**src/rtl/spi_regif_pkg.sv**
```systemverilog
package spi_regif_pkg;
  localparam int WORD_W = 16;
  localparam int DATA_W = 14;
  localparam int ADDR_W = 14;
  localparam logic [ADDR_W-1:0] NOP_ADDR = 14'h0000;
  localparam logic [ADDR_W-1:0] ERR_ADDR = 14'h0001;

  typedef logic [WORD_W-1:0] word_t;

  // Response word: even parity over the whole word, error flag, data.
  function automatic word_t pack_resp(input logic ef, input logic [DATA_W-1:0] d);
    return {^{ef, d}, ef, d};
  endfunction
endpackage

```
**src/rtl/spi_sync_edge.sv**
```systemverilog
module spi_sync_edge #(
  parameter int STAGES = 2
) (
  input  logic clk,
  input  logic rst_n,
  input  logic csn_n,
  input  logic sclk,
  input  logic mosi,
  output logic sclk_rise,
  output logic sclk_fall,
  output logic csn_rise,
  output logic csn_fall,
  output logic mosi_s
);
  localparam int NSIG = 3;
  localparam logic [NSIG-1:0] IDLE_VAL = 3'b100;  // csn idles high

  logic [NSIG-1:0] raw, synced;
  logic [STAGES-1:0] chain [NSIG];
  logic sclk_d, csn_d;

  assign raw = {csn_n, sclk, mosi};

  for (genvar g = 0; g < NSIG; g++) begin : g_sync
    always_ff @(posedge clk or negedge rst_n) begin
      if (!rst_n) chain[g] <= {STAGES{IDLE_VAL[g]}};
      else        chain[g] <= {chain[g][STAGES-2:0], raw[g]};
    end
    assign synced[g] = chain[g][STAGES-1];
  end

  always_ff @(posedge clk or negedge rst_n) begin
    if (!rst_n) begin
      sclk_d <= 1'b0;
      csn_d  <= 1'b1;
    end else begin
      sclk_d <= synced[1];
      csn_d  <= synced[2];
    end
  end

  assign sclk_rise = synced[1] & ~sclk_d;
  assign sclk_fall = ~synced[1] & sclk_d;
  assign csn_rise  = synced[2] & ~csn_d;
  assign csn_fall  = ~synced[2] & csn_d;
  assign mosi_s    = synced[0];
endmodule

```
**src/rtl/spi_frame_io.sv**
```systemverilog
module spi_frame_io
  import spi_regif_pkg::*;
#(
  parameter int CNT_W = 5
) (
  input  logic             clk,
  input  logic             rst_n,
  input  logic             sclk_rise,
  input  logic             sclk_fall,
  input  logic             csn_rise,
  input  logic             csn_fall,
  input  logic             mosi_s,
  input  word_t            resp_word,
  output logic             frame_done,
  output word_t            rx_word,
  output logic [CNT_W-1:0] bit_cnt,
  output logic             miso,
  output logic             miso_oe
);
  localparam logic [CNT_W-1:0] CNT_MAX = CNT_W'(WORD_W + 1);

  logic  in_frame_q, miso_q;
  word_t rx_q, tx_q;
  logic [CNT_W-1:0] cnt_q;

  always_ff @(posedge clk or negedge rst_n) begin
    if (!rst_n) begin
      in_frame_q <= 1'b0;
      rx_q       <= '0;
      tx_q       <= '0;
      cnt_q      <= '0;
      miso_q     <= 1'b0;
    end else if (csn_fall) begin
      in_frame_q <= 1'b1;
      cnt_q      <= '0;
      tx_q       <= resp_word;
    end else if (csn_rise) begin
      in_frame_q <= 1'b0;
    end else if (in_frame_q) begin
      if (sclk_fall) begin
        rx_q <= {rx_q[WORD_W-2:0], mosi_s};
        if (cnt_q != CNT_MAX) cnt_q <= cnt_q + 1'b1;
      end
      if (sclk_rise) begin
        miso_q <= tx_q[WORD_W-1];
        tx_q   <= {tx_q[WORD_W-2:0], 1'b0};
      end
    end
  end

  assign frame_done = csn_rise & in_frame_q;
  assign rx_word    = rx_q;
  assign bit_cnt    = cnt_q;
  assign miso       = miso_q;
  assign miso_oe    = in_frame_q;

  AST_OE_DROPS: assert property (@(posedge clk) disable iff (!rst_n)
    csn_rise |=> !miso_oe);
  AST_TX_EVEN_PARITY: assert property (@(posedge clk) disable iff (!rst_n)
    csn_fall |=> ~^tx_q);
  AST_CNT_BOUND: assert property (@(posedge clk) disable iff (!rst_n)
    cnt_q <= CNT_MAX);
endmodule

```
**src/rtl/spi_reg_core.sv**
```systemverilog
module spi_reg_core
  import spi_regif_pkg::*;
#(
  parameter int NUM_REGS  = 8,
  parameter int BASE_ADDR = 16,
  parameter int CNT_W     = 5
) (
  input  logic             clk,
  input  logic             rst_n,
  input  logic             frame_done,
  input  word_t            rx_word,
  input  logic [CNT_W-1:0] bit_cnt,
  output word_t            resp_word
);
  logic              cmd_rd;
  logic [ADDR_W-1:0] cmd_addr;
  logic [DATA_W-1:0] wdata;
  logic len_ok, par_ok;

  logic              pend_q;
  logic [ADDR_W-1:0] pend_addr_q;
  logic [2:0]        err_q;      // {parity, address, framing}
  word_t             resp_q;
  logic [DATA_W-1:0] regs_q [NUM_REGS];

  logic              cmd_hit, pend_hit, addr_ok, do_write;
  logic              is_nop, is_err;
  logic [DATA_W-1:0] win_val, rd_val;
  logic [NUM_REGS-1:0] wr_sel;

  assign cmd_rd   = rx_word[WORD_W-2];
  assign cmd_addr = rx_word[ADDR_W-1:0];
  assign wdata    = rx_word[DATA_W-1:0];
  assign len_ok   = (bit_cnt == CNT_W'(WORD_W));
  assign par_ok   = ~^rx_word;

  always_comb begin
    cmd_hit = 1'b0;
    win_val = '0;
    wr_sel  = '0;
    for (int i = 0; i < NUM_REGS; i++) begin
      if (cmd_addr == ADDR_W'(BASE_ADDR + i)) begin
        cmd_hit = 1'b1;
        win_val = regs_q[i];
      end
      if (pend_addr_q == ADDR_W'(BASE_ADDR + i)) wr_sel[i] = 1'b1;
    end
  end

  assign pend_hit = |wr_sel;
  assign is_nop   = (cmd_addr == NOP_ADDR);
  assign is_err   = (cmd_addr == ERR_ADDR);
  assign addr_ok  = is_nop | (is_err & cmd_rd) | cmd_hit;
  assign rd_val   = is_err  ? {{(DATA_W-3){1'b0}}, err_q} :
                    cmd_hit ? win_val : '0;
  assign do_write = frame_done & len_ok & pend_q & par_ok & pend_hit;

  always_ff @(posedge clk or negedge rst_n) begin
    if (!rst_n) begin
      for (int i = 0; i < NUM_REGS; i++) regs_q[i] <= '0;
    end else if (do_write) begin
      for (int i = 0; i < NUM_REGS; i++)
        if (wr_sel[i]) regs_q[i] <= wdata;
    end
  end

  always_ff @(posedge clk or negedge rst_n) begin
    if (!rst_n) begin
      pend_q      <= 1'b0;
      pend_addr_q <= '0;
      err_q       <= '0;
      resp_q      <= '0;
    end else if (frame_done) begin
      if (!len_ok) begin
        err_q  <= err_q | 3'b001;
        pend_q <= 1'b0;
        resp_q <= pack_resp(1'b1, '0);
      end else if (pend_q) begin
        pend_q <= 1'b0;
        if (!par_ok) begin
          err_q  <= err_q | 3'b100;
          resp_q <= pack_resp(1'b1, '0);
        end else begin
          resp_q <= pack_resp(1'b0, pend_hit ? wdata : '0);
        end
      end else if (!par_ok) begin
        err_q  <= err_q | 3'b100;
        resp_q <= pack_resp(1'b1, '0);
      end else if (!addr_ok) begin
        err_q  <= err_q | 3'b010;
        resp_q <= pack_resp(1'b1, '0);
      end else begin
        resp_q <= pack_resp(1'b0, rd_val);
        if (cmd_rd && is_err) err_q <= '0;
        if (!cmd_rd) begin
          pend_q      <= 1'b1;
          pend_addr_q <= cmd_addr;
        end
      end
    end
  end

  assign resp_word = resp_q;

  AST_FRAMING_FLAG: assert property (@(posedge clk) disable iff (!rst_n)
    (frame_done && !len_ok) |=> err_q[0]);
  AST_FRAMING_CANCELS_WRITE: assert property (@(posedge clk) disable iff (!rst_n)
    (frame_done && !len_ok) |=> !pend_q);
  AST_CMD_PARITY_FLAG: assert property (@(posedge clk) disable iff (!rst_n)
    (frame_done && len_ok && !pend_q && !par_ok) |=> (err_q[2] && resp_q[WORD_W-2]));
  AST_ERR_CLEAR_ON_READ: assert property (@(posedge clk) disable iff (!rst_n)
    (frame_done && len_ok && !pend_q && par_ok && cmd_rd && is_err) |=> (err_q == 3'b000));
  AST_RESP_PARITY: assert property (@(posedge clk) disable iff (!rst_n)
    ~^resp_q);
endmodule

```
**src/rtl/spi_regif_top.sv**
```systemverilog
module spi_regif_top #(
  parameter int NUM_REGS    = 8,
  parameter int BASE_ADDR   = 16,
  parameter int SYNC_STAGES = 2
) (
  input  logic clk,
  input  logic rst_n,
  input  logic spi_csn_n,
  input  logic spi_sclk,
  input  logic spi_mosi,
  output logic spi_miso,
  output logic spi_miso_oe
);
  import spi_regif_pkg::*;
  localparam int CNT_W = $clog2(WORD_W + 2);

  logic sclk_rise, sclk_fall, csn_rise, csn_fall, mosi_s, frame_done;
  word_t rx_word, resp_word;
  logic [CNT_W-1:0] bit_cnt;

  spi_sync_edge #(.STAGES(SYNC_STAGES)) u_sync (
    .clk(clk), .rst_n(rst_n), .csn_n(spi_csn_n), .sclk(spi_sclk), .mosi(spi_mosi),
    .sclk_rise(sclk_rise), .sclk_fall(sclk_fall), .csn_rise(csn_rise),
    .csn_fall(csn_fall), .mosi_s(mosi_s)
  );

  spi_frame_io #(.CNT_W(CNT_W)) u_frame (
    .clk(clk), .rst_n(rst_n), .sclk_rise(sclk_rise), .sclk_fall(sclk_fall),
    .csn_rise(csn_rise), .csn_fall(csn_fall), .mosi_s(mosi_s),
    .resp_word(resp_word), .frame_done(frame_done), .rx_word(rx_word),
    .bit_cnt(bit_cnt), .miso(spi_miso), .miso_oe(spi_miso_oe)
  );

  spi_reg_core #(.NUM_REGS(NUM_REGS), .BASE_ADDR(BASE_ADDR), .CNT_W(CNT_W)) u_core (
    .clk(clk), .rst_n(rst_n), .frame_done(frame_done), .rx_word(rx_word),
    .bit_cnt(bit_cnt), .resp_word(resp_word)
  );
endmodule

```
**config.mk**
```make
export PLATFORM = sky130hd
export DESIGN_NAME = spi_regif_top
export DESIGN_NICKNAME = d
export VERILOG_FILES = /design/src/rtl/spi_regif_pkg.sv /design/src/rtl/spi_sync_edge.sv /design/src/rtl/spi_frame_io.sv /design/src/rtl/spi_reg_core.sv /design/src/rtl/spi_regif_top.sv
export SDC_FILE = /design/constraint.sdc
export NUM_CORES = 1
export LEC_CHECK = 0
export ABC_AREA = 0
export BUFFER_PORTS_ARGS = -buffer_cell sky130_fd_sc_hd__buf_2
export CAP_MARGIN = 20
export CORE_ASPECT_RATIO = 0.7
export CORE_MARGIN = 2
export CORE_UTILIZATION = 49
export CTS_CLUSTER_SIZE = 20
export DETAILED_ROUTE_END_ITERATION = 8
export GPL_ROUTABILITY_DRIVEN = 0
export HOLD_SLACK_MARGIN = 0.08
export PLACE_DENSITY_LB_ADDON = 0.08
export SYNTH_ARGS = -nofsm -noshare
export SYNTH_HDL_FRONTEND = slang
export SYNTH_SLANG_ARGS = --single-unit
```
**constraint.sdc**
```tcl
create_clock -name clk -period 5 [get_ports clk]
set_input_delay 0.75 -clock clk [delete_from_list [all_inputs] [get_ports clk]]
set_output_delay 0.75 -clock clk [all_outputs]
set_load 0.05 [all_outputs]
```
**Yosys cells after proc, flatten, opt, wreduce, memory -nomap -nowiden**

Index checks and enable logic that the tools add are counted.

- Register bits after elaboration: 193
- Input port bits: 5
- Output and inout bits: 2

- Add/subtract/negate cells: 1
- Equal/unequal tests: 28
- Mux-type cells: 54
- Bitwise operators: 20
- Reduce and logical (&&, ||, !) cells: 27

Operators by type and width:

| kind | count |
|---|---|
| $eq 14x5->1 const B | 16 |
| $mux 14 | 11 |
| $mux 16 | 9 |
| $reduce_xor 15->1 | 2 |
| $mux 5 | 5 |
| $mux 1 | 24 |
| $ne 2x2->1 const B | 9 |
| $reduce_and 2->1 | 8 |
| $reduce_xnor 16->1 | 1 |
| $mux 3 | 5 |
| $reduce_and 5->1 | 3 |
| $eq 14x1->1 const B | 1 |
| $logic_not 14->1 | 1 |
| $reduce_and 4->1 | 3 |
| $and 1x1->1 | 10 |
| $reduce_bool 2->1 | 5 |
| $not 1->1 | 8 |
| $reduce_or 8->1 | 1 |
| $reduce_and 6->1 | 1 |
| $add 5x1->5 const B | 1 |
| $eq 5x5->1 const B | 1 |
| $ne 5x5->1 const B | 1 |
| $reduce_and 3->1 | 1 |
| $or 1x1->1 | 2 |
| $logic_and 1x1->1 | 1 |

**Depth between registers and ports, before layout**

Gate-level depths: netlist of the first run.

- Word-level depth: 16
- Depth in mapped cells: 15
- Mapped depth without buffers: 11

**Modules after synthesis**

From an unflattened synthesis of the first run, not the netlist that was laid out.

- Cell total of the unflattened synthesis: 884
- Area, all modules: 9577.9 µm²

By module, submodules not included:

| module | times used | cells each | area an instance (µm²) |
|---|---|---|---|
| spi_reg_core | 1 | 713 | 7526.0 |
| spi_frame_io | 1 | 159 | 1813.0 |
| spi_sync_edge | 1 | 12 | 239.0 |

**Worst setup path before layout of the first run**

Ideal clock, no wire load.

- Kind: register to register
- Start: register u_frame.rx_q[11], in the netlist u_frame.rx_word[11]
- End: register u_core.regs_q[31] in the netlist's numbering
- Data arrival time: 3112 ps
- Required time: 4875 ps
- Path slack: 1763 ps
- Cell stages (with the launch flop): 15
- Clock period less this slack: 3237 ps
- Cell sequence: dfrtp_1 > clkbuf_1 > inv_1 > ha_1 > xnor2_1 > xnor2_1 > xnor2_1 > xnor2_1 > and2b_1 > and4_1 > buf_4 > nand3_1 > nor3_2 > buf_4 > mux2_2

- Word-level cells in the longest chain between the ends: 4

Ends and longest elaborated chain:

| element | RTL line | RTL |
|---|---|---|
| start: declaration | spi_frame_io.sv:23 | `word_t rx_q, tx_q;` |
| start signal: assignment | spi_frame_io.sv:41 | `rx_q <= {rx_q[WORD_W-2:0], mosi_s};` |
| $reduce_xnor 16->1 | spi_reg_core.sv:35 | `assign par_ok = ~^rx_word;` |
| $and 1x1->1 (2 in series) | spi_reg_core.sv:56 | `assign do_write = frame_done & len_ok & pend_q & par_ok & pend_hit;` |
| $reduce_and 2->1 (no source line) | -- |  |
| end signal: indexed assignment | spi_reg_core.sv:63 | `if (wr_sel[i]) regs_q[i] <= wdata;` |
| end: declaration | spi_reg_core.sv:24 | `logic [DATA_W-1:0] regs_q [NUM_REGS];` |

No other way between the ends.
A chain may end at the register's enable or synchronous reset.

**Worst setup path after layout of the first run**

- Start: register u_frame.rx_q[4], in the netlist u_frame.rx_word[4]
- End: register u_core.regs_q[17] in the netlist's numbering

The elaborated chain is that of the path after synthesis.

==> run metrics, run 1 <==
TritonRoute pass-1 iters=5; die area=0.0201 sq mm; largest family of logic cells by synthesized area=multiplexers; Worst path slowest cell=dfrtp_1; routed len/inst=24.0 um; leakage power=0.00473 uW; commonest non-fill, non-tap cell in the layout=dfrtp_1; crit-path leading delay family=XOR/XNOR gates; Synth Area in Adders=0.0242; Final Slew Violations=0; # setup viols final=0; Critical Path Sink Type=register; Least-Margin Pin Slew=925 ps; Worst Path Required=5320 ps; CTS tree=done; Net Sw Frac=0.330; Worst VDD drop=0.274 mV; postcts setup bufs=0; I/O Buffers=6; Power Dens Cells=387 mW/mm^2; Max stage delay on crit path=680 ps; setup ws final=942 ps; main flop type after synthesis=dfrtp_1; Initial Util=0.496; Post-Syn Area per Cell=11.3 sq um; FF-to-FF path depth=12; row cnt=42; worst path bufs/invs=2; Final ANT Viol Nets=0; status=completed; clk root buf=clkbuf_16; antenna violations before repair=0; Rel. slew slack=0.383; most used cell, CP=xnor2_1; simple-gate share of the synthesized area=0.0829; DRT Wirelength=26.0 mm; clk_lat worst skew=440 ps; vias in the first global route=6713; TNS Setup=0 ps; Syn Inst Count=822; Clock Skew=13.5 ps; via count=6696; Worst Hold Depth=0; number of enable flip-flop cells after synthesis=0; Ports=7; post-route minimum period=4060 ps; post-synthesis mux area share=0.160; Area growth syn-to-layout=10.6%; Hold Buf Count CTS=0; Seq pwr share=0.420; height of the chip=119 um; f_max=246 MHz; drt via density=6.18; Seq cells post-synth=193; Placed Instances=1052; Total GRT Usage=0.273; final non-filler cell total=1084; Critical Path Stages=12; H-tree lvl count=4; arrival time worst endpoint=4380 ps; diode count=0; core area=0.0188 sq mm; P_sw=1320 uW; internal power=2670 uW; Seq/Total Area, Yosys=0.519; Comb power frac=0.239; layout cells sized above 1=0.245; first-pass GRT wire length=40.8 mm; DRT iter0 DRCs=782; die width=169 um; Final Cycle Share=0.812; CP cell instances=inv_1 -> ha_1 -> xnor2_1 -> xnor2_1 -> xnor2_1 -> xnor2_1 -> and2b_1 -> and4_1 -> nand2_1 -> nor2_1 -> buf_4 -> mux2_2; startpoint class of the critical path=register; dpl ws=1080 ps; PostCTS Resize Cnt=0; Synth Area in XOR/XNOR=0.0316; critical path fanouts, max=13; worst min-delay path class=reg -> reg; maxcap violations=0; syn nets=845; largest net degree at the start of global routing=111; Synth Area in Compound Gates=0.141; Clock Sinks=193; RSZ-0062 raised after global routing=false; Cell Area, Synth=0.00931 sq mm; final net count=852; WS Path Type=reg -> reg; total CTS buffers=17; Yosys cell types=63; drc violations=0; clock buffer depth=2; ys async rst share=1.00; synth warn=0; clock share of power=0.340; Worst-path clk slew=80 ps; DP HPWL=17.9 mm; grt ovf=0; final hold violations=0; commonest cells after routing, fill and taps aside=dfrtp_1, mux2_2, nand2_1
power by group through the flow:
stage,combinational (uW),clock (uW),sequential [uW]
final,955,1360,1680
after global routing,1030,1450,1680
after CTS,936,1380,1680
after detailed placement,933,0,1710
after global placement,917,0,1700
after floorplan,591,0,1710
flip-flops by register name, indices dropped and copies added (netlist names):
name,cells
u_frame.rx_word,16
u_core.pend_q,1
u_sync.csn_d,1
u_frame.bit_cnt,5
u_core.resp_word,16
u_core.regs_q,112
u_sync.sclk_d,1
u_frame.miso_oe,1
u_core.pend_addr_q,14
u_core.err_q,3
u_frame.tx_q,16
u_sync.chain,5
u_frame.miso,1
u_sync.mosi_s,1
layout make-up:
type / count / area, sq um
Clock inverter: 13 / 140
Tap cell: 242 / 303
Timing Repair Buffer: 48 / 367
Fill cell: 1610 / 8470
Clock buffer: 19 / 433
Multi-Input combinational cell: 535 / 4090
Inverter: 34 / 128
Sequential cell: 193 / 4830
synth_stat cells (3+ instances only):
library cell / count / area share
or2_2: 3 / 0.0020
a31oi_1: 9 / 0.0060
o21ai_0: 52 / 0.028
o31ai_1: 6 / 0.0048
mux2_2: 102 / 0.12
a21oi_1: 32 / 0.017
a21o_1: 3 / 0.0024
a222oi_1: 8 / 0.0086
xnor2_1: 27 / 0.025
nand2_1: 65 / 0.026
inv_1: 34 / 0.014
o32a_1: 5 / 0.0054
nand2b_1: 7 / 0.0047
dfrtp_1: 190 / 0.51
a221o_1: 6 / 0.0065
mux2i_1: 19 / 0.020
o221ai_1: 7 / 0.0066
dfstp_2: 3 / 0.0085
or3_1: 5 / 0.0034
xor2_1: 4 / 0.0038
and3_1: 3 / 0.0020
ha_1: 18 / 0.024
o21a_1: 4 / 0.0032
a22oi_1: 7 / 0.0056
nor3_1: 6 / 0.0032
buf_2: 14 / 0.0075
nor2b_1: 9 / 0.0060
nor2_1: 33 / 0.013
a221oi_1: 18 / 0.017
clkbuf_1: 41 / 0.017
o22ai_1: 12 / 0.0081
nand3_1: 16 / 0.0086
mux2_4: 9 / 0.015
cell families (layout without fill, tap and decap cells):
logic type	after synthesis	after routing
mux	131	131
flops	193	193
fa+ha+maj	18	18
xor+xnor	32	32
buf+inv	94	114
compound gates	190	190
simple gates	164	164
worst paths after layout:
kind | start | end | slack (ps)
hold / removal | u_sync.chain[4]$_DFF_PN0_ | u_sync.mosi_s$_DFF_PN0_ | 360
hold reg to reg | u_sync.chain[4]$_DFF_PN0_ | u_sync.mosi_s$_DFF_PN0_ | 360
max in group asynchronous | rst_n | u_core.pend_q$_DFFE_PN0P_ | 3410
setup / recovery | u_frame.rx_word[4]$_DFFE_PN0P_ | u_core.regs_q[17]$_DFFE_PN0P_ | 940
setup reg to reg | u_frame.rx_word[4]$_DFFE_PN0P_ | u_core.regs_q[17]$_DFFE_PN0P_ | 940
min in group asynchronous | rst_n | u_frame.bit_cnt[1]$_DFFE_PN0P_ | 400
layer usage:
layer	vias up	share of wire	global-route usage
li1	2997	-	-
met1	3407	0.48	0.413
met2	249	0.42	0.384
met3	43	0.083	0.0751
met4	0	0.017	0.0765
met5	-	0	0
stage by stage:
step / hold WS, ps / power (uW) / cell area (sq um) / utilization
detailed placement: 338 / 2640 / 9720 / 0.518
global placement: 338 / 2620 / 9720 / 0.518
floorplan: 331 / 2310 / 9310 / -
CTS: 359 / 3990 / 10300 / 0.549
global route: 368 / 4170 / 10300 / 0.549
finish: 356 / 3990 / 10300 / 0.549
Note: power is estimated with default switching activity, not from simulation.
==> run 2, diff against run 1 <==
Settings changed: ABC_AREA 0 to 1.
Clock period 5 ns to 3.4 ns, I/O delays scaled along.
==> run 2 against run 1 <==
  * Synthesized cell count up 55%
  * Critical endpoint is now u_core.regs_q[56]$_DFFE_PN0P_
  * Largest power group unchanged
  * Maximum frequency increased by 30%
  * Register-to-register slack got worse by 670 ps
==> run metrics, run 2 <==
TNS Setup=0 ps (unchanged); Clock Skew=14.4 ps (was 13.5 ps); clock buffer depth=2 (unchanged); Syn Inst Count=1274 (was 822); number of enable flip-flop cells after synthesis=0 (unchanged); routed len/inst=17.5 um (was 24.0 um); max FFs per register=112 (unchanged); post-route minimum period=3130 ps (was 4060 ps); first-pass GRT wire length=44.7 mm (was 40.8 mm); syn nets=1297 (was 845); grt ovf=0 (unchanged); RSZ-0062 raised after global routing=false (unchanged); area fraction of the dominant cell type after synthesis=0.462 (was 0.511); Cell Area, Synth=0.0103 sq mm (was 0.00931 sq mm); critical path fanouts, max=28 (was 13); commonest non-fill, non-tap cell in the layout=nand2_1 (was dfrtp_1); DRT Wirelength=27.5 mm (was 26.0 mm); Fill cells=1998 (was 1610); post-synth top area cell=dfrtp_1 (unchanged); vias in the first global route=7695 (was 6713); post-route cell area=0.0113 sq mm (was 0.0103 sq mm); WS Path Type=reg -> reg (unchanged); Final Slew Violations=0 (unchanged); H-tree lvl count=4 (unchanged); Final ANT Viol Nets=0 (unchanged); Critical Path Sink Type=register (unchanged); Ports=7 (unchanged); Worst Path Required=3720 ps (was 5320 ps); Worst path slowest cell=a31oi_4 (was dfrtp_1); most frequent cells after synthesis=nand2_1, dfrtp_1, inv_1, o21ai_2, o21ai_0 (was dfrtp_1, mux2_2, nand2_1, o21ai_0, clkbuf_1); DRT iter0 DRCs=969 (was 782); layout cells sized above 1=0.163 (was 0.245); total CTS buffers=17 (unchanged); TritonRoute pass-1 iters=5 (unchanged); Max stage delay on crit path=450 ps (was 680 ps); Worst VDD drop=0.400 mV (was 0.274 mV); CP cell instances=inv_1 -> buf_4 -> ha_1 -> xnor2_1 -> xnor2_1 -> inv_1 -> nand2_1 -> nand2_2 -> nor2_4 -> inv_2 -> nor2_4 -> inv_2 -> a31oi_4 -> nand2_4 -> nand2_1 -> o21ai_2 (was inv_1 -> ha_1 -> xnor2_1 -> xnor2_1 -> xnor2_1 -> xnor2_1 -> and2b_1 -> and4_1 -> nand2_1 -> nor2_1 -> buf_4 -> mux2_2); drc violations=0 (unchanged); DP HPWL=19.7 mm (was 17.9 mm); Clock Sinks=193 (unchanged); worst min-delay path class=in -> async (was reg -> reg); core area=0.0206 sq mm (was 0.0188 sq mm); Power Dens Cells=472 mW/mm^2 (was 387 mW/mm^2); die area=0.0222 sq mm (was 0.0201 sq mm); Post-Syn Area per Cell=8.07 sq um (was 11.3 sq um); Seq/Total Area, Yosys=0.470 (was 0.519); placed cell area=0.0107 sq mm (was 0.00972 sq mm); row cnt=44 (was 42); Final Cycle Share=0.921 (was 0.812); Synth area leaders=dfrtp_1, nand2_1, o21ai_2 (was dfrtp_1, mux2_2, o21ai_0); hold_ws=138 ps (was 356 ps); main flop type after synthesis=dfrtp_1 (unchanged); leakage power=0.00561 uW (was 0.00473 uW); status=completed (unchanged); drt via density=5.28 (was 6.18); Hold Buf Count CTS=0 (unchanged); via count=8297 (was 6696); antenna violations before repair=0 (unchanged); largest net degree at the start of global routing=85 (was 111); ys async rst share=1.00 (unchanged); Worst-path clk slew=70 ps (was 80 ps); Rel. slew slack=0.363 (was 0.383); Yosys cell types=36 (was 63); # setup viols final=0 (unchanged); final net count=1306 (was 852); clk_lat worst skew=450 ps (was 440 ps); diode count=0 (unchanged); Initial Util=0.498 (was 0.496); Total GRT Usage=0.265 (was 0.273); final hold violations=0 (unchanged); crit-path leading delay family=simple AND/OR/NAND/NOR gates (was XOR/XNOR gates); register with the most flip-flops=u_core.regs_q (unchanged); Seq cells post-synth=193 (unchanged); clk root buf=clkbuf_16 (unchanged); PostCTS Resize Cnt=0 (unchanged); I/O Buffers=6 (unchanged); postcts setup bufs=0 (unchanged); f_max=319 MHz (was 246 MHz); die width=177 um (was 169 um); maxcap violations=0 (unchanged); CTS tree=done (unchanged); startpoint class of the critical path=register (unchanged); Least-Margin Pin Slew=952 ps (was 925 ps); height of the chip=125 um (was 119 um); worst path bufs/invs=5 (was 2); synth warn=0 (unchanged); arrival time worst endpoint=3450 ps (was 4380 ps); Area growth syn-to-layout=9.72% (was 10.6%); commonest cells after routing, fill and taps aside=nand2_1, dfrtp_1, inv_1 (was dfrtp_1, mux2_2, nand2_1); most frequent cell after synthesis=nand2_1 (was dfrtp_1)
[run 2: layout make-up]
type / instances / area, sq um / area share
Clock inverter: 11 / 129 / 0.0114
Tap cell: 276 / 345 / 0.0306
Inverter: 135 / 507 / 0.0449
Multi-Input combinational cell: 885 / 4620 / 0.409
Sequential cell: 193 / 4830 / 0.428
Timing Repair Buffer: 51 / 402 / 0.0356
Clock buffer: 21 / 450 / 0.0399
[run 2: layer usage]
layer / global-route usage / share of wire
met1: 0.448 / 0.53
met5: 0 / 0
met4: 0.0491 / 0.0068
met3: 0.0435 / 0.069
met2: 0.349 / 0.40
[run 2: cells by family after synthesis]
family | after synthesis | share of synthesized area
and+or+nand+nor | 609 | 0.246
AOI/OAI and AO/OA | 237 | 0.162
adders and majority gates | 18 | 0.0219
buffers and inverters | 196 | 0.0823
xor gates and xnor gates | 21 | 0.0179
DFF | 193 | 0.470
[run 2: worst reg2reg max path: cells and delay by family, from the launching register on]
kind                     cells  cell delay [ps]
flip-flops                   1              430
adder cells (fa/ha/maj)      1              270
XOR/XNOR                     2              330
AO/OA/AOI/OAI                2              520
AND/OR/NAND/NOR              6              970
buffers and inverters        5              500
[run 2: power breakdown]
part | internal (uW) | leakage, uW | switching [uW]
sequential | 2390 | 0.00264 | 58.2
clock | 1110 | 0.000278 | 916
combinational | 271 | 0.00270 | 585
[run 2: stage by stage]
stage,instances,setup slack [ps],total power [uW],util
after global routing,1572,6.16,5570,0.547
after CTS,1572,129,5370,0.546
after detailed placement,1540,147,3340,0.518
final,1572,268,5330,0.547
after global placement,1540,208,3330,0.518
after floorplan,1274,388,3010,-
[run 2: worst paths after layout]
check / to / cells after the start / slack (ps) / start
min in group clk: u_sync.chain[0]$_DFF_PN1_ / 1 / 170 / spi_csn_n
max: u_core.regs_q[56]$_DFFE_PN0P_ / 16 / 270 / u_frame.rx_word[5]$_DFFE_PN0P_
min: u_core.regs_q[56]$_DFFE_PN0P_ / 1 / 140 / rst_n
max reg2reg: u_core.regs_q[56]$_DFFE_PN0P_ / 16 / 270 / u_frame.rx_word[5]$_DFFE_PN0P_
max in group asynchronous: u_sync.chain[1]$_DFF_PN1_ / 2 / 2390 / rst_n
min reg2reg: u_sync.chain[3]$_DFF_PN0_ / 0 / 350 / u_sync.chain[2]$_DFF_PN0_
==> run 3, diff against run 2 <==
Settings changed: ABC_AREA 1 to not set.
==> run 3 against run 2 <==
  * Via count shrank 18%
  * First-iteration DRC count fell by 9.1%
  * Critical path depth fell by 5
  * Non-clock buffer count rose by 13
  * Largest cell class unchanged
==> run metrics, run 3 (same netlist as run 1, synthesis figures left out) <==
H-tree lvl count=4 (unchanged); first-pass GRT wire length=40.9 mm (was 44.7 mm); f_max=310 MHz (was 319 MHz); Rel. slew slack=0.401 (was 0.363); vias in the first global route=6716 (was 7695); DP HPWL=18.3 mm (was 19.7 mm); TNS Setup=0 ps (unchanged); PostCTS Resize Cnt=0 (unchanged); # setup viols final=0 (unchanged); drc violations=0 (unchanged); Clock Sinks=193 (unchanged); dpl ws=123 ps (was 147 ps); P_sw=1890 uW (was 1560 uW); critical path fanouts, max=5 (was 28); maxcap violations=0 (unchanged); Net Sw Frac=0.310 (was 0.293); postcts setup bufs=0 (unchanged); worst min-delay path class=in -> async (unchanged); drt via density=6.15 (was 5.28); Critical Path Sink Type=register (unchanged); WS Path Type=reg -> reg (unchanged); internal power=4210 uW (was 3770 uW); placed cell area=0.00997 sq mm (was 0.0107 sq mm); Seq pwr share=0.403 (was 0.459); setup ws final=178 ps (was 268 ps); I/O Buffers=6 (unchanged); final net count=868 (was 1306); status=completed (unchanged); Worst VDD drop=0.419 mV (was 0.400 mV); post-route cell area=0.0106 sq mm (was 0.0113 sq mm); commonest non-fill, non-tap cell in the layout=dfrtp_1 (was nand2_1); via count=6764 (was 8297); Worst Setup SP=u_frame.rx_word[3]$_DFFE_PN0P_ (was u_frame.rx_word[5]$_DFFE_PN0P_); post-route minimum period=3220 ps (was 3130 ps); diode count=0 (unchanged); CTS tree=done (unchanged); final hold violations=0 (unchanged); commonest cells after routing, fill and taps aside=dfrtp_1, mux2_2, nand2_1 (was nand2_1, dfrtp_1, inv_1); TritonRoute pass-1 iters=7 (was 5); clock share of power=0.354 (was 0.380); Reg-to-Reg Start=u_frame.rx_word[3]$_DFFE_PN0P_ (was u_frame.rx_word[5]$_DFFE_PN0P_); DRT iter0 DRCs=881 (was 969); Final Cycle Share=0.948 (was 0.921); clock buffer depth=2 (unchanged); Least-Margin Pin Slew=890 ps (was 952 ps); flop-to-flop setup slack=180 ps (was 270 ps); layout cells sized above 1=0.266 (was 0.163); clk root buf=clkbuf_16 (unchanged); height of the chip=119 um (was 125 um); post-layout util=0.566 (was 0.547); clk_lat worst skew=440 ps (was 450 ps); core area=0.0188 sq mm (was 0.0206 sq mm); die width=169 um (was 177 um); largest net degree at the start of global routing=89 (was 85); max FFs per register=112 (unchanged); Comb power frac=0.243 (was 0.161); Power Dens Cells=575 mW/mm^2 (was 472 mW/mm^2); Total GRT Usage=0.273 (was 0.265); Hold Buf Count CTS=0 (unchanged); die area=0.0201 sq mm (was 0.0222 sq mm); DRT Wirelength=26.1 mm (was 27.5 mm); Worst-path clk slew=70 ps (about the same); hold_ws=123 ps (was 138 ps); antenna violations before repair=0 (unchanged); startpoint class of the critical path=register (unchanged); Initial Util=0.496 (was 0.498); Clock Skew=8.79 ps (was 14.4 ps); Worst Path Required=3770 ps (was 3720 ps); Ports=7 (unchanged); grt ovf=0 (unchanged); leakage power=0.00488 uW (was 0.00561 uW); total CTS buffers=17 (unchanged); Area growth syn-to-layout=14.1% (was 9.72%); routed len/inst=23.7 um (was 17.5 um); RSZ-0062 raised after global routing=false (unchanged); arrival time worst endpoint=3590 ps (was 3450 ps); register with the most flip-flops=u_core.regs_q (unchanged); row cnt=42 (was 44); Final Slew Violations=0 (unchanged); Final ANT Viol Nets=0 (unchanged)
[run 3: cell types whose count changed in the layout (fill, tap and decap cells not counted), sizes merged, moves of 37 or more]
cell,before,now
mux2,0,112
inv,137,36
nand3,53,16
nand2,438,65
o21ai,183,52
nor2,80,35
[run 3: layout make-up]
| cell class | instances | area (sq um) |
|---|---|---|
| fill | 1570 | 8140 |
| multi-input combinational | 535 | 4120 |
| tap | 242 | 303 |
| sequential | 193 | 4830 |
| inverter | 34 | 128 |
| clock buffer | 20 | 447 |
| clock inverter | 12 | 181 |
| timing repair buffer | 64 | 612 |
[run 3: through the flow]
step                      power, uW  instances
after floorplan                3390        822
after global placement         3920       1068
after detailed placement       3940       1068
after CTS                      6100       1100
after global routing           6370       1100
final                          6100       1100
[run 3: power by group through the flow]
stage	sequential (uW)	combinational, uW	clock, uW
2_1_floorplan	2520	869	0
3_3_place_gp	2500	1420	0
3_5_place_dp	2500	1440	0
4_1_cts	2460	1450	2190
5_1_grt	2480	1590	2300
6_report	2460	1480	2160
[run 3: final timing paths]
check	endpoint	cells after the start
max in group asynchronous	u_core.regs_q[76]$_DFFE_PN0P_	2
setup reg to reg	u_core.resp_word[15]$_DFFE_PN0P_	11
hold / removal	u_sync.chain[2]$_DFF_PN0_	1
hold reg to reg	u_sync.mosi_s$_DFF_PN0_	0
setup / recovery	u_core.resp_word[15]$_DFFE_PN0P_	11
min in group clk	u_sync.chain[0]$_DFF_PN1_	1
[run 3: critical path: stages, from the launching register on]
cell and delay [ps]:
dfrtp_1 390, inv_1 170, ha_2 310, nand2_1 130, a211o_1 360, o32a_1 390, a311oi_2 310, xnor2_1 200
xnor2_1 160, xnor2_1 140, xnor3_1 420, a31oi_1 170
[run 3: per-layer routing]
layer / wire [um] / share of wire / GRT usage / vias to the layer above
met5: 0 / 0 / 0 / -
met4: 597 / 0.023 / 0.0835 / 0
met3: 2080 / 0.080 / 0.0655 / 44
met2: 10900 / 0.42 / 0.381 / 263
met1: 12500 / 0.48 / 0.418 / 3445
li1: - / - / - / 3012
